===== config.mk =====
export PLATFORM = sky130hd
export DESIGN_NAME = tmu_match_unit
export DESIGN_NICKNAME = d
export VERILOG_FILES = /design/src/rtl/tmu_pkg.sv /design/src/rtl/tmu_token_fifo.sv /design/src/rtl/tmu_code_mem.sv /design/src/rtl/tmu_frame_store.sv /design/src/rtl/tmu_alu.sv /design/src/rtl/tmu_match_unit.sv
export SDC_FILE = /design/constraint.sdc
export NUM_CORES = 2
export LEC_CHECK = 0
export BUFFER_PORTS_ARGS = -buffer_cell sky130_fd_sc_hd__buf_4
export CAP_MARGIN = 30
export CORE_MARGIN = 1
export CORE_UTILIZATION = 50
export DETAILED_ROUTE_END_ITERATION = 16
export HOLD_SLACK_MARGIN = 0.03
export PLACE_DENSITY = 0.66
export SYNTH_ARGS = -nofsm -noshare
export SYNTH_HDL_FRONTEND = slang
export SYNTH_SLANG_ARGS = --single-unit

===== constraint.sdc =====
create_clock -name clk -period 11.66 [get_ports clk]
set_input_delay 2.332 -clock clk [delete_from_list [all_inputs] [get_ports clk]]
set_output_delay 2.332 -clock clk [all_outputs]
set_load 0.05 [all_outputs]

===== src/rtl/tmu_pkg.sv =====
package tmu_pkg;
  typedef enum logic [2:0] {
    OP_ADD  = 3'd0,
    OP_SUB  = 3'd1,
    OP_MUL  = 3'd2,
    OP_AND  = 3'd3,
    OP_PASS = 3'd4,
    OP_INC  = 3'd5,
    OP_NEG  = 3'd6,
    OP_NOT  = 3'd7
  } tmu_op_e;

  localparam int NUM_DEST = 2;

  function automatic logic op_is_unary(input logic [2:0] op);
    return op[2];
  endfunction
endpackage


===== src/rtl/tmu_token_fifo.sv =====
module tmu_token_fifo #(
  parameter int W     = 8,
  parameter int DEPTH = 4
) (
  input  logic         clk,
  input  logic         rst,
  input  logic         push,
  input  logic [W-1:0] din,
  output logic         full,
  input  logic         pop,
  output logic [W-1:0] dout,
  output logic         empty
);
  localparam int AW = (DEPTH > 1) ? $clog2(DEPTH) : 1;

  logic [W-1:0]  mem [DEPTH];
  logic [AW-1:0] wp, rp;
  logic [AW:0]   cnt;

  function automatic logic [AW-1:0] step(input logic [AW-1:0] p);
    return (p == AW'(DEPTH - 1)) ? '0 : p + 1'b1;
  endfunction

  always_ff @(posedge clk) begin
    if (rst) begin
      wp  <= '0;
      rp  <= '0;
      cnt <= '0;
    end else begin
      if (push) wp <= step(wp);
      if (pop)  rp <= step(rp);
      cnt <= cnt + (AW+1)'(push) - (AW+1)'(pop);
    end
  end

  always_ff @(posedge clk) begin
    if (push) mem[wp] <= din;
  end

  assign full  = (cnt == (AW+1)'(DEPTH));
  assign empty = (cnt == '0);
  assign dout  = mem[rp];

  // the producer never pushes into a full queue
  p_no_overflow_r9: assert property (@(posedge clk) disable iff (rst)
    full |-> !push);

  // occupancy grows by one on a lone push
  p_count_step_r9: assert property (@(posedge clk) disable iff (rst)
    (push && !pop) |=> (cnt == $past(cnt) + (AW+1)'(1)));
endmodule


===== src/rtl/tmu_code_mem.sv =====
module tmu_code_mem #(
  parameter int AW = 5,
  parameter int W  = 16
) (
  input  logic          clk,
  input  logic          we,
  input  logic [AW-1:0] waddr,
  input  logic [W-1:0]  wdata,
  input  logic          re,
  input  logic [AW-1:0] raddr,
  output logic [W-1:0]  rdata
);
  localparam int DEPTH = 1 << AW;

  logic [W-1:0] mem [DEPTH];

  always_ff @(posedge clk) begin
    if (we) mem[waddr] <= wdata;
    if (re) rdata <= mem[raddr];
  end
endmodule


===== src/rtl/tmu_frame_store.sv =====
module tmu_frame_store #(
  parameter int AW = 6,
  parameter int W  = 16
) (
  input  logic          clk,
  input  logic          rst,
  input  logic          rd_en,
  input  logic [AW-1:0] rd_addr,
  output logic [W-1:0]  rd_data,
  input  logic [AW-1:0] q_addr,
  output logic          q_pres,
  input  logic          val_we,
  input  logic          pres_we,
  input  logic          pres_val,
  input  logic [AW-1:0] wr_addr,
  input  logic [W-1:0]  wr_data
);
  localparam int DEPTH = 1 << AW;

  logic [W-1:0]     mem [DEPTH];
  logic [DEPTH-1:0] present;

  always_ff @(posedge clk) begin
    if (val_we) mem[wr_addr] <= wr_data;
    if (rd_en)  rd_data <= mem[rd_addr];
  end

  always_ff @(posedge clk) begin
    if (rst)          present <= '0;
    else if (pres_we) present[wr_addr] <= pres_val;
  end

  assign q_pres = present[q_addr];

  // a flag update is visible in the following cycle
  p_pres_update_r7: assert property (@(posedge clk) disable iff (rst)
    pres_we |=> (present[$past(wr_addr)] == $past(pres_val)));
endmodule


===== src/rtl/tmu_alu.sv =====
module tmu_alu
  import tmu_pkg::*;
#(
  parameter int W = 16
) (
  input  logic [2:0]   op,
  input  logic [W-1:0] a,
  input  logic [W-1:0] b,
  output logic [W-1:0] y
);
  logic [2*W-1:0] prod;

  assign prod = a * b;

  always_comb begin
    unique case (tmu_op_e'(op))
      OP_ADD:  y = a + b;
      OP_SUB:  y = a - b;
      OP_MUL:  y = prod[W-1:0];
      OP_AND:  y = a & b;
      OP_PASS: y = a;
      OP_INC:  y = a + W'(1);
      OP_NEG:  y = '0 - a;
      OP_NOT:  y = ~a;
      default: y = a;
    endcase
  end
endmodule


===== src/rtl/tmu_match_unit.sv =====
module tmu_match_unit
  import tmu_pkg::*;
#(
  parameter int FP_W    = 6,
  parameter int IP_W    = 5,
  parameter int OFF_W   = 3,
  parameter int DATA_W  = 16,
  parameter int Q_DEPTH = 4
) (
  input  logic              clk,
  input  logic              rst,
  input  logic              tok_valid,
  output logic              tok_ready,
  input  logic [FP_W-1:0]   tok_fp,
  input  logic [IP_W-1:0]   tok_ip,
  input  logic              tok_port,
  input  logic [DATA_W-1:0] tok_data,
  input  logic              cw_en,
  input  logic [IP_W-1:0]   cw_ip,
  input  logic [2:0]        cw_op,
  input  logic [OFF_W-1:0]  cw_off,
  input  logic              cw_d0_en,
  input  logic [IP_W-1:0]   cw_d0_ip,
  input  logic              cw_d0_port,
  input  logic              cw_d1_en,
  input  logic [IP_W-1:0]   cw_d1_ip,
  input  logic              cw_d1_port,
  input  logic              out_ready,
  output logic              o0_valid,
  output logic [FP_W-1:0]   o0_fp,
  output logic [IP_W-1:0]   o0_ip,
  output logic              o0_port,
  output logic [DATA_W-1:0] o0_data,
  output logic              o1_valid,
  output logic [FP_W-1:0]   o1_fp,
  output logic [IP_W-1:0]   o1_ip,
  output logic              o1_port,
  output logic [DATA_W-1:0] o1_data
);
  localparam int TOK_W  = FP_W + IP_W + 1 + DATA_W;
  localparam int DST_W  = IP_W + 2;
  localparam int CE_W   = 3 + OFF_W + NUM_DEST * DST_W;
  localparam int PORT_B = DATA_W;
  localparam int IP_LSB = DATA_W + 1;
  localparam int FP_LSB = DATA_W + 1 + IP_W;

  // Stall control: the whole pipeline moves only when the output can change
  logic adv;
  assign adv = !(o0_valid || o1_valid) || out_ready;

  // Token queue
  logic             q_full, q_empty, q_push, q_pop;
  logic [TOK_W-1:0] q_din, q_dout;

  assign q_din     = {tok_fp, tok_ip, tok_port, tok_data};
  assign q_push    = tok_valid && !q_full;
  assign tok_ready = !q_full;
  assign q_pop     = adv && !q_empty;

  tmu_token_fifo #(.W(TOK_W), .DEPTH(Q_DEPTH)) u_queue (
    .clk(clk), .rst(rst), .push(q_push), .din(q_din), .full(q_full),
    .pop(q_pop), .dout(q_dout), .empty(q_empty)
  );

  // Instruction fetch
  logic [CE_W-1:0] cw_word, code_rd;
  assign cw_word = {cw_op, cw_off, cw_d0_en, cw_d0_ip, cw_d0_port,
                    cw_d1_en, cw_d1_ip, cw_d1_port};

  tmu_code_mem #(.AW(IP_W), .W(CE_W)) u_code (
    .clk(clk), .we(cw_en), .waddr(cw_ip), .wdata(cw_word),
    .re(q_pop), .raddr(q_dout[IP_LSB +: IP_W]), .rdata(code_rd)
  );

  // Stage 1: token with its code entry, issue frame read
  logic             s1_v;
  logic [TOK_W-1:0] s1_tok;
  logic [FP_W-1:0]  s1_fa;

  always_ff @(posedge clk) begin
    if (rst)      s1_v <= 1'b0;
    else if (adv) s1_v <= q_pop;
  end
  always_ff @(posedge clk) begin
    if (adv) s1_tok <= q_dout;
  end

  assign s1_fa = s1_tok[FP_LSB +: FP_W] + FP_W'(code_rd[CE_W-4 -: OFF_W]);

  // Stage 2: match decision
  logic              s2_v, s2_fwd;
  logic [TOK_W-1:0]  s2_tok;
  logic [CE_W-1:0]   s2_code;
  logic [FP_W-1:0]   s2_fa;
  logic [DATA_W-1:0] s2_fwd_val, slot_rd, s2_slot;
  logic [2:0]        s2_op;
  logic              s2_unary, s2_pres, s2_fire, s2_store, s2_port;
  logic [DATA_W-1:0] s2_data, alu_a, alu_b, alu_y;
  logic              val_we, pres_we;

  assign s2_op    = s2_code[CE_W-1 -: 3];
  assign s2_unary = op_is_unary(s2_op);
  assign s2_port  = s2_tok[PORT_B];
  assign s2_data  = s2_tok[DATA_W-1:0];
  assign s2_fire  = s2_v && (s2_unary || s2_pres);
  assign s2_store = s2_v && !s2_unary && !s2_pres;
  assign val_we   = adv && s2_store;
  assign pres_we  = adv && s2_v && !s2_unary;
  assign s2_slot  = s2_fwd ? s2_fwd_val : slot_rd;

  always_ff @(posedge clk) begin
    if (rst)      s2_v <= 1'b0;
    else if (adv) s2_v <= s1_v;
  end
  always_ff @(posedge clk) begin
    if (adv) begin
      s2_tok     <= s1_tok;
      s2_code    <= code_rd;
      s2_fa      <= s1_fa;
      s2_fwd     <= s2_store && (s2_fa == s1_fa);
      s2_fwd_val <= s2_data;
    end
  end

  tmu_frame_store #(.AW(FP_W), .W(DATA_W)) u_frame (
    .clk(clk), .rst(rst),
    .rd_en(adv), .rd_addr(s1_fa), .rd_data(slot_rd),
    .q_addr(s2_fa), .q_pres(s2_pres),
    .val_we(val_we), .pres_we(pres_we), .pres_val(!s2_pres),
    .wr_addr(s2_fa), .wr_data(s2_data)
  );

  always_comb begin
    if (s2_unary) begin
      alu_a = s2_data;
      alu_b = '0;
    end else if (s2_port) begin
      alu_a = s2_slot;
      alu_b = s2_data;
    end else begin
      alu_a = s2_data;
      alu_b = s2_slot;
    end
  end

  tmu_alu #(.W(DATA_W)) u_alu (.op(s2_op), .a(alu_a), .b(alu_b), .y(alu_y));

  // Destination decode and output lanes
  logic [NUM_DEST-1:0]            dst_en, lane_v, lane_port;
  logic [NUM_DEST-1:0][IP_W-1:0]  dst_ip, lane_ip;
  logic [NUM_DEST-1:0]            dst_port;
  logic [NUM_DEST-1:0][FP_W-1:0]  lane_fp;
  logic [NUM_DEST-1:0][DATA_W-1:0] lane_data;

  for (genvar g = 0; g < NUM_DEST; g++) begin : g_dst
    localparam int LSB = (NUM_DEST - 1 - g) * DST_W;
    assign dst_en[g]   = s2_code[LSB + DST_W - 1];
    assign dst_ip[g]   = s2_code[LSB + 1 +: IP_W];
    assign dst_port[g] = s2_code[LSB];
  end

  always_ff @(posedge clk) begin
    if (rst) begin
      lane_v <= '0;
    end else if (adv) begin
      for (int i = 0; i < NUM_DEST; i++) lane_v[i] <= s2_fire && dst_en[i];
    end
  end
  always_ff @(posedge clk) begin
    if (adv) begin
      for (int i = 0; i < NUM_DEST; i++) begin
        lane_ip[i]   <= dst_ip[i];
        lane_port[i] <= dst_port[i];
        lane_fp[i]   <= s2_tok[FP_LSB +: FP_W];
        lane_data[i] <= alu_y;
      end
    end
  end

  assign o0_valid = lane_v[0];
  assign o0_fp    = lane_fp[0];
  assign o0_ip    = lane_ip[0];
  assign o0_port  = lane_port[0];
  assign o0_data  = lane_data[0];
  assign o1_valid = lane_v[1];
  assign o1_fp    = lane_fp[1];
  assign o1_ip    = lane_ip[1];
  assign o1_port  = lane_port[1];
  assign o1_data  = lane_data[1];

  // a refused output holds its contents
  p_hold_out_r9: assert property (@(posedge clk) disable iff (rst)
    (o0_valid && !out_ready) |=> (o0_valid && $stable(o0_data) && $stable(o0_ip)));

  // both lanes of one firing carry the same tag and result
  p_lanes_agree_r6: assert property (@(posedge clk) disable iff (rst)
    (o0_valid && o1_valid) |-> (o0_fp == o1_fp && o0_data == o1_data));

  // output tag is the tag of the firing token
  p_fp_inherit_r6: assert property (@(posedge clk) disable iff (rst)
    (adv && s2_fire) |=> (o0_fp == $past(s2_tok[FP_LSB +: FP_W])));

  // one-input operations never write the frame
  p_unary_no_frame_r5: assert property (@(posedge clk) disable iff (rst)
    (s2_v && s2_unary) |-> (!val_we && !pres_we));
endmodule


==> impl_results.rst <==
.. list-table::
   :header-rows: 1

   * - Metric
     - Value
   * - Result of the run
     - completed
   * - GP Congestion
     - 0.934
   * - Final #Nets
     - roughly 4,700
   * - Area of the die
     - about 0.17 mm2
   * - Path type of the worst min-delay path
     - flip-flop to flip-flop
   * - RSZ-0062 raised after global routing
     - false
   * - Post_cts resized
     - 0
   * - Top cell by count, worst path
     - xnor2_1
   * - Path type of the worst setup path
     - flip-flop to flip-flop
   * - Largest stage delay on the critical path
     - around 0.73 ns
   * - CTS H-tree depth
     - 4
   * - Register clock-pin slew on the reported worst setup and hold paths
     - 0.06 ns
   * - Clock tree from TritonCTS
     - yes
   * - Number of top-level design ports
     - between 100 and 150
   * - Average wire per standard cell
     - about 29 um
   * - Kind of end point of the critical path
     - flip-flop
   * - Number of port buffers
     - 116
   * - Die width
     - around 410 um
   * - Setup TNS after final layout
     - 0 ns
   * - Worst-path fanout max
     - 38
   * - Number of synthesis warnings
     - 0
   * - Area of the core
     - around 0.16 mm2
   * - Count leader, synth
     - edfxtp_1
   * - Number of buffers created by CTS
     - roughly 200
   * - Crit path max-delay cell type
     - mux2i_2
   * - Required time worst endpoint
     - between 10 and 15 ns
   * - Syn_nets
     - 4,525
   * - Critical Path, Cell by Cell
     - buf_4, nor2b_2, buf_4, mux2i_2, inv_1, nand2_1, fa_1, inv_1, fa_1, inv_1, fa_1, fa_1, fa_1, fa_1, xnor2_1, xnor2_1, xnor2_1, xnor2_1, xnor2_1, xnor3_1, xnor2_1, xnor2_1, a221o_1
   * - Vertical extent of the die
     - 409 um
   * - Sinks on the clock net
     - ~2,000
   * - Portion of the post-synthesis area used by sequential elements
     - slightly above 70%
   * - Synth top area share
     - a little over two thirds
   * - Async set-reset flop share out of synthesis
     - 0%
   * - Final Critical Period
     - around 7.7 ns
   * - Critical Path Start Type
     - flip-flop
   * - Via-to-Cell Ratio
     - 6.09
   * - Residual overflow from global routing
     - 0
   * - Area leader, netlist
     - edfxtp_1
   * - Remaining max-slew budget at the tightest pin
     - 29.4%
   * - Top cells by instance count after synthesis
     - 1,932 x edfxtp_1, 526 x mux4_2, 271 x nor2_1
   * - Slew Limit Fails
     - 0
   * - Number of rows in the core area
     - about 150
   * - Max-cap viol count
     - 0
   * - Count of TritonRoute iterations in the first routing pass
     - 8
   * - Arrival time of data at the critical path endpoint
     - roughly 8.2 ns
   * - Post-detailed-routing wire length
     - approximately 200 mm
   * - Worst Skew
     - between 0.05 and 0.06 ns
   * - Count of hold buffers inserted by post-cts repair
     - 0
   * - CP delay by family, top
     - adder cells
   * - Number of nets still failing antenna checks after routing
     - 0
   * - Footprint of the multi-input gates
     - about 0.022 mm2
   * - Pin count of the biggest net entering global routing
     - about 150
   * - Clock latency on the worst-skew pair
     - about 0.84 ns
   * - Layout overhead on the synthesized area
     - 12.7%
   * - Number of hold violations in the final report
     - 0
   * - Post-Place Cell Area
     - roughly 0.087 mm2
   * - Global-route usage over all layers
     - between 20% and 30%
   * - Clock root buffer
     - clkbuf_16
   * - Fillers
     - 12,300
   * - Worst Tran Pin Value
     - 1.06 ns
   * - F_max
     - approximately 130 MHz
   * - Ratio of cells with drive above 1 in the final layout
     - between 20% and 30%
   * - Maximum buffer depth of the clock tree
     - 3
   * - Total DRC errors in the routed layout
     - 0
   * - Setup-violating endpoint count in the final report
     - 0
   * - Portion of the clock cycle consumed by the worst path in the final layout
     - 65.7%
   * - Main synth FF type
     - edfxtp_1
   * - Number of enable flip-flop cells after synthesis
     - 1,932
   * - Antenna violations before repair
     - 20
   * - Via count of the first global-routing pass
     - between 40,000 and 50,000
   * - Sequential standard cell area
     - about 0.06 mm2
   * - Post-synthesis instance total
     - about 4,300
   * - CP Buf/Inv Count
     - 5
   * - Distinct cell type count after synthesis
     - between 70 and 80
   * - Final design area excluding fillers
     - 0.0934 mm2
   * - Number of DRC markers after the initial detailed-route iteration
     - between 4,000 and 5,000
   * - Netlist Area Pre-Place
     - slightly above 0.08 mm2
   * - Average cell area after synthesis
     - between 15 and 20 um2
   * - Register bit count reported by yosys
     - 2,009
   * - Post-CTS Setup Repair Bufs
     - 0
   * - Largest cells by area after synthesis
     - edfxtp_1 70%, mux4_2 14%, fa_1 2.0%, dfxtp_1 1.9%, nor2_1 1.2%
   * - Initial standard-cell utilization of the core
     - between 50% and 60%
   * - Global-route wire length before repair
     - about 290 mm
   * - Worst slack after detailed placement
     - approximately 4 ns
   * - Via total after detailed routing
     - 41,900
   * - Final worst setup slack
     - about 4 ns
   * - Dpl hpwl
     - between 100 and 150 mm
==> registers in the layout (all words and copies together) (netlist names), named ones only <==
| name | count |
|---|---|
| s1_v | 1 |
| s2_code | 17 |
| s1_tok | 23 |
| u_queue.rp | 2 |
| s2_fwd | 1 |
| u_frame.rd_data | 16 |
| s2_fwd_val | 16 |
| o1_ip | 5 |
| o1_data | 16 |
| u_frame.present | 64 |
| lane_v | 2 |
| u_code.mem | 640 |
| s2_fa | 6 |
| s2_tok | 23 |
| u_queue.cnt | 3 |
| u_code.rdata | 20 |
| lane_port | 2 |
| s2_v | 1 |
| u_queue.mem | 112 |
| u_frame.mem | 1024 |
| u_queue.wp | 2 |
| o0_ip | 5 |
| o1_fp | 6 |
==> placed cells by master, fill, tap and decap left out, types with 10 or more instances in the layout <==
| cell type | n |
|---|---|
| mux2_2 | 58 |
| nor2b_1 | 12 |
| clkbuf_1 | 48 |
| o21ai_0 | 101 |
| bufinv_16 | 19 |
| buf_4 | 242 |
| nor2_2 | 31 |
| nor3_1 | 15 |
| a21oi_1 | 127 |
| inv_1 | 158 |
| nand2b_1 | 23 |
| clkinv_1 | 49 |
| xnor2_1 | 41 |
| nand2_1 | 124 |
| clkinv_2 | 31 |
| o21ai_1 | 33 |
| nand3_1 | 84 |
| a31oi_1 | 13 |
| clkbuf_16 | 198 |
| o211ai_1 | 37 |
| mux4_2 | 522 |
| fa_1 | 82 |
| nor2_1 | 228 |
| edfxtp_1 | 1932 |
| dfxtp_1 | 76 |
| xor2_1 | 28 |
| nor2_4 | 12 |
| and3_1 | 10 |
| mux2i_1 | 67 |
| ha_1 | 75 |
==> area by class of cell <==
cell class | instances | area share (%)
inverter | 168 | 0.678
timing repair buffer | 264 | 2.41
multi-input combinational | 1883 | 23.5
sequential | 2009 | 63.8
clock inverter | 116 | 1.25
antenna | 2 | 0.00536
tap | 2189 | 2.93
clock buffer | 247 | 5.51
==> worst paths after layout <==
| kind | slack [ns] | endpoint | start | cells past startpoint |
|---|---|---|---|---|
| setup reg to reg | 4.00 | o1_data[15]$_DFFE_PN_ | s2_tok[16]$_DFFE_PN_ | 23 |
| setup / recovery | 4.00 | o1_data[15]$_DFFE_PN_ | s2_tok[16]$_DFFE_PN_ | 23 |
| hold / removal | 0.40 | s2_code[6]$_DFFE_PN_ | u_code.rdata[6]$_DFFE_PP_ | 0 |
| hold reg to reg | 0.40 | s2_code[6]$_DFFE_PN_ | u_code.rdata[6]$_DFFE_PP_ | 0 |
==> metrics by stage <==
stage / hold slack (ns) / util, % / std cells
after detailed placement: 0.405 / 52.8 / 6506
final: 0.399 / 56.7 / 6878
after floorplan: 0.400 / - / 4308
after CTS: 0.402 / 56.6 / 6869
after global placement: 0.401 / 52.6 / 6494
after global routing: 0.405 / 56.7 / 6876
==> routing by layer <==
metal  share of wire [%]  wire length, um  track usage (%)  vias up
met5               0.085              170                0        -
met1                  41            81300             33.6    22100
met2                  49            97100             38.3     1741
li1                    -                -                -    17700
met4                 3.0             5890             7.58       26
met3                 7.5            15000             4.61      308
==> cell families (layout without fill, tap and decap cells) <==
logic type	Yosys count	in the layout	share of synthesized area [%]
AO/OA/AOI/OAI	399	399	2.87
adder cells (fa/ha/maj)	159	159	3.15
flip-flops	2009	2009	71.8
XOR/XNOR	75	75	0.842
buffers and inverters	416	795	2.05
AND/OR/NAND/NOR	585	585	3.13
multiplexers	665	665	16.1
other	0	2	0
Power is not shown: default switching activity piles up to over one toggle a cycle in this logic, so the estimate is an artifact.
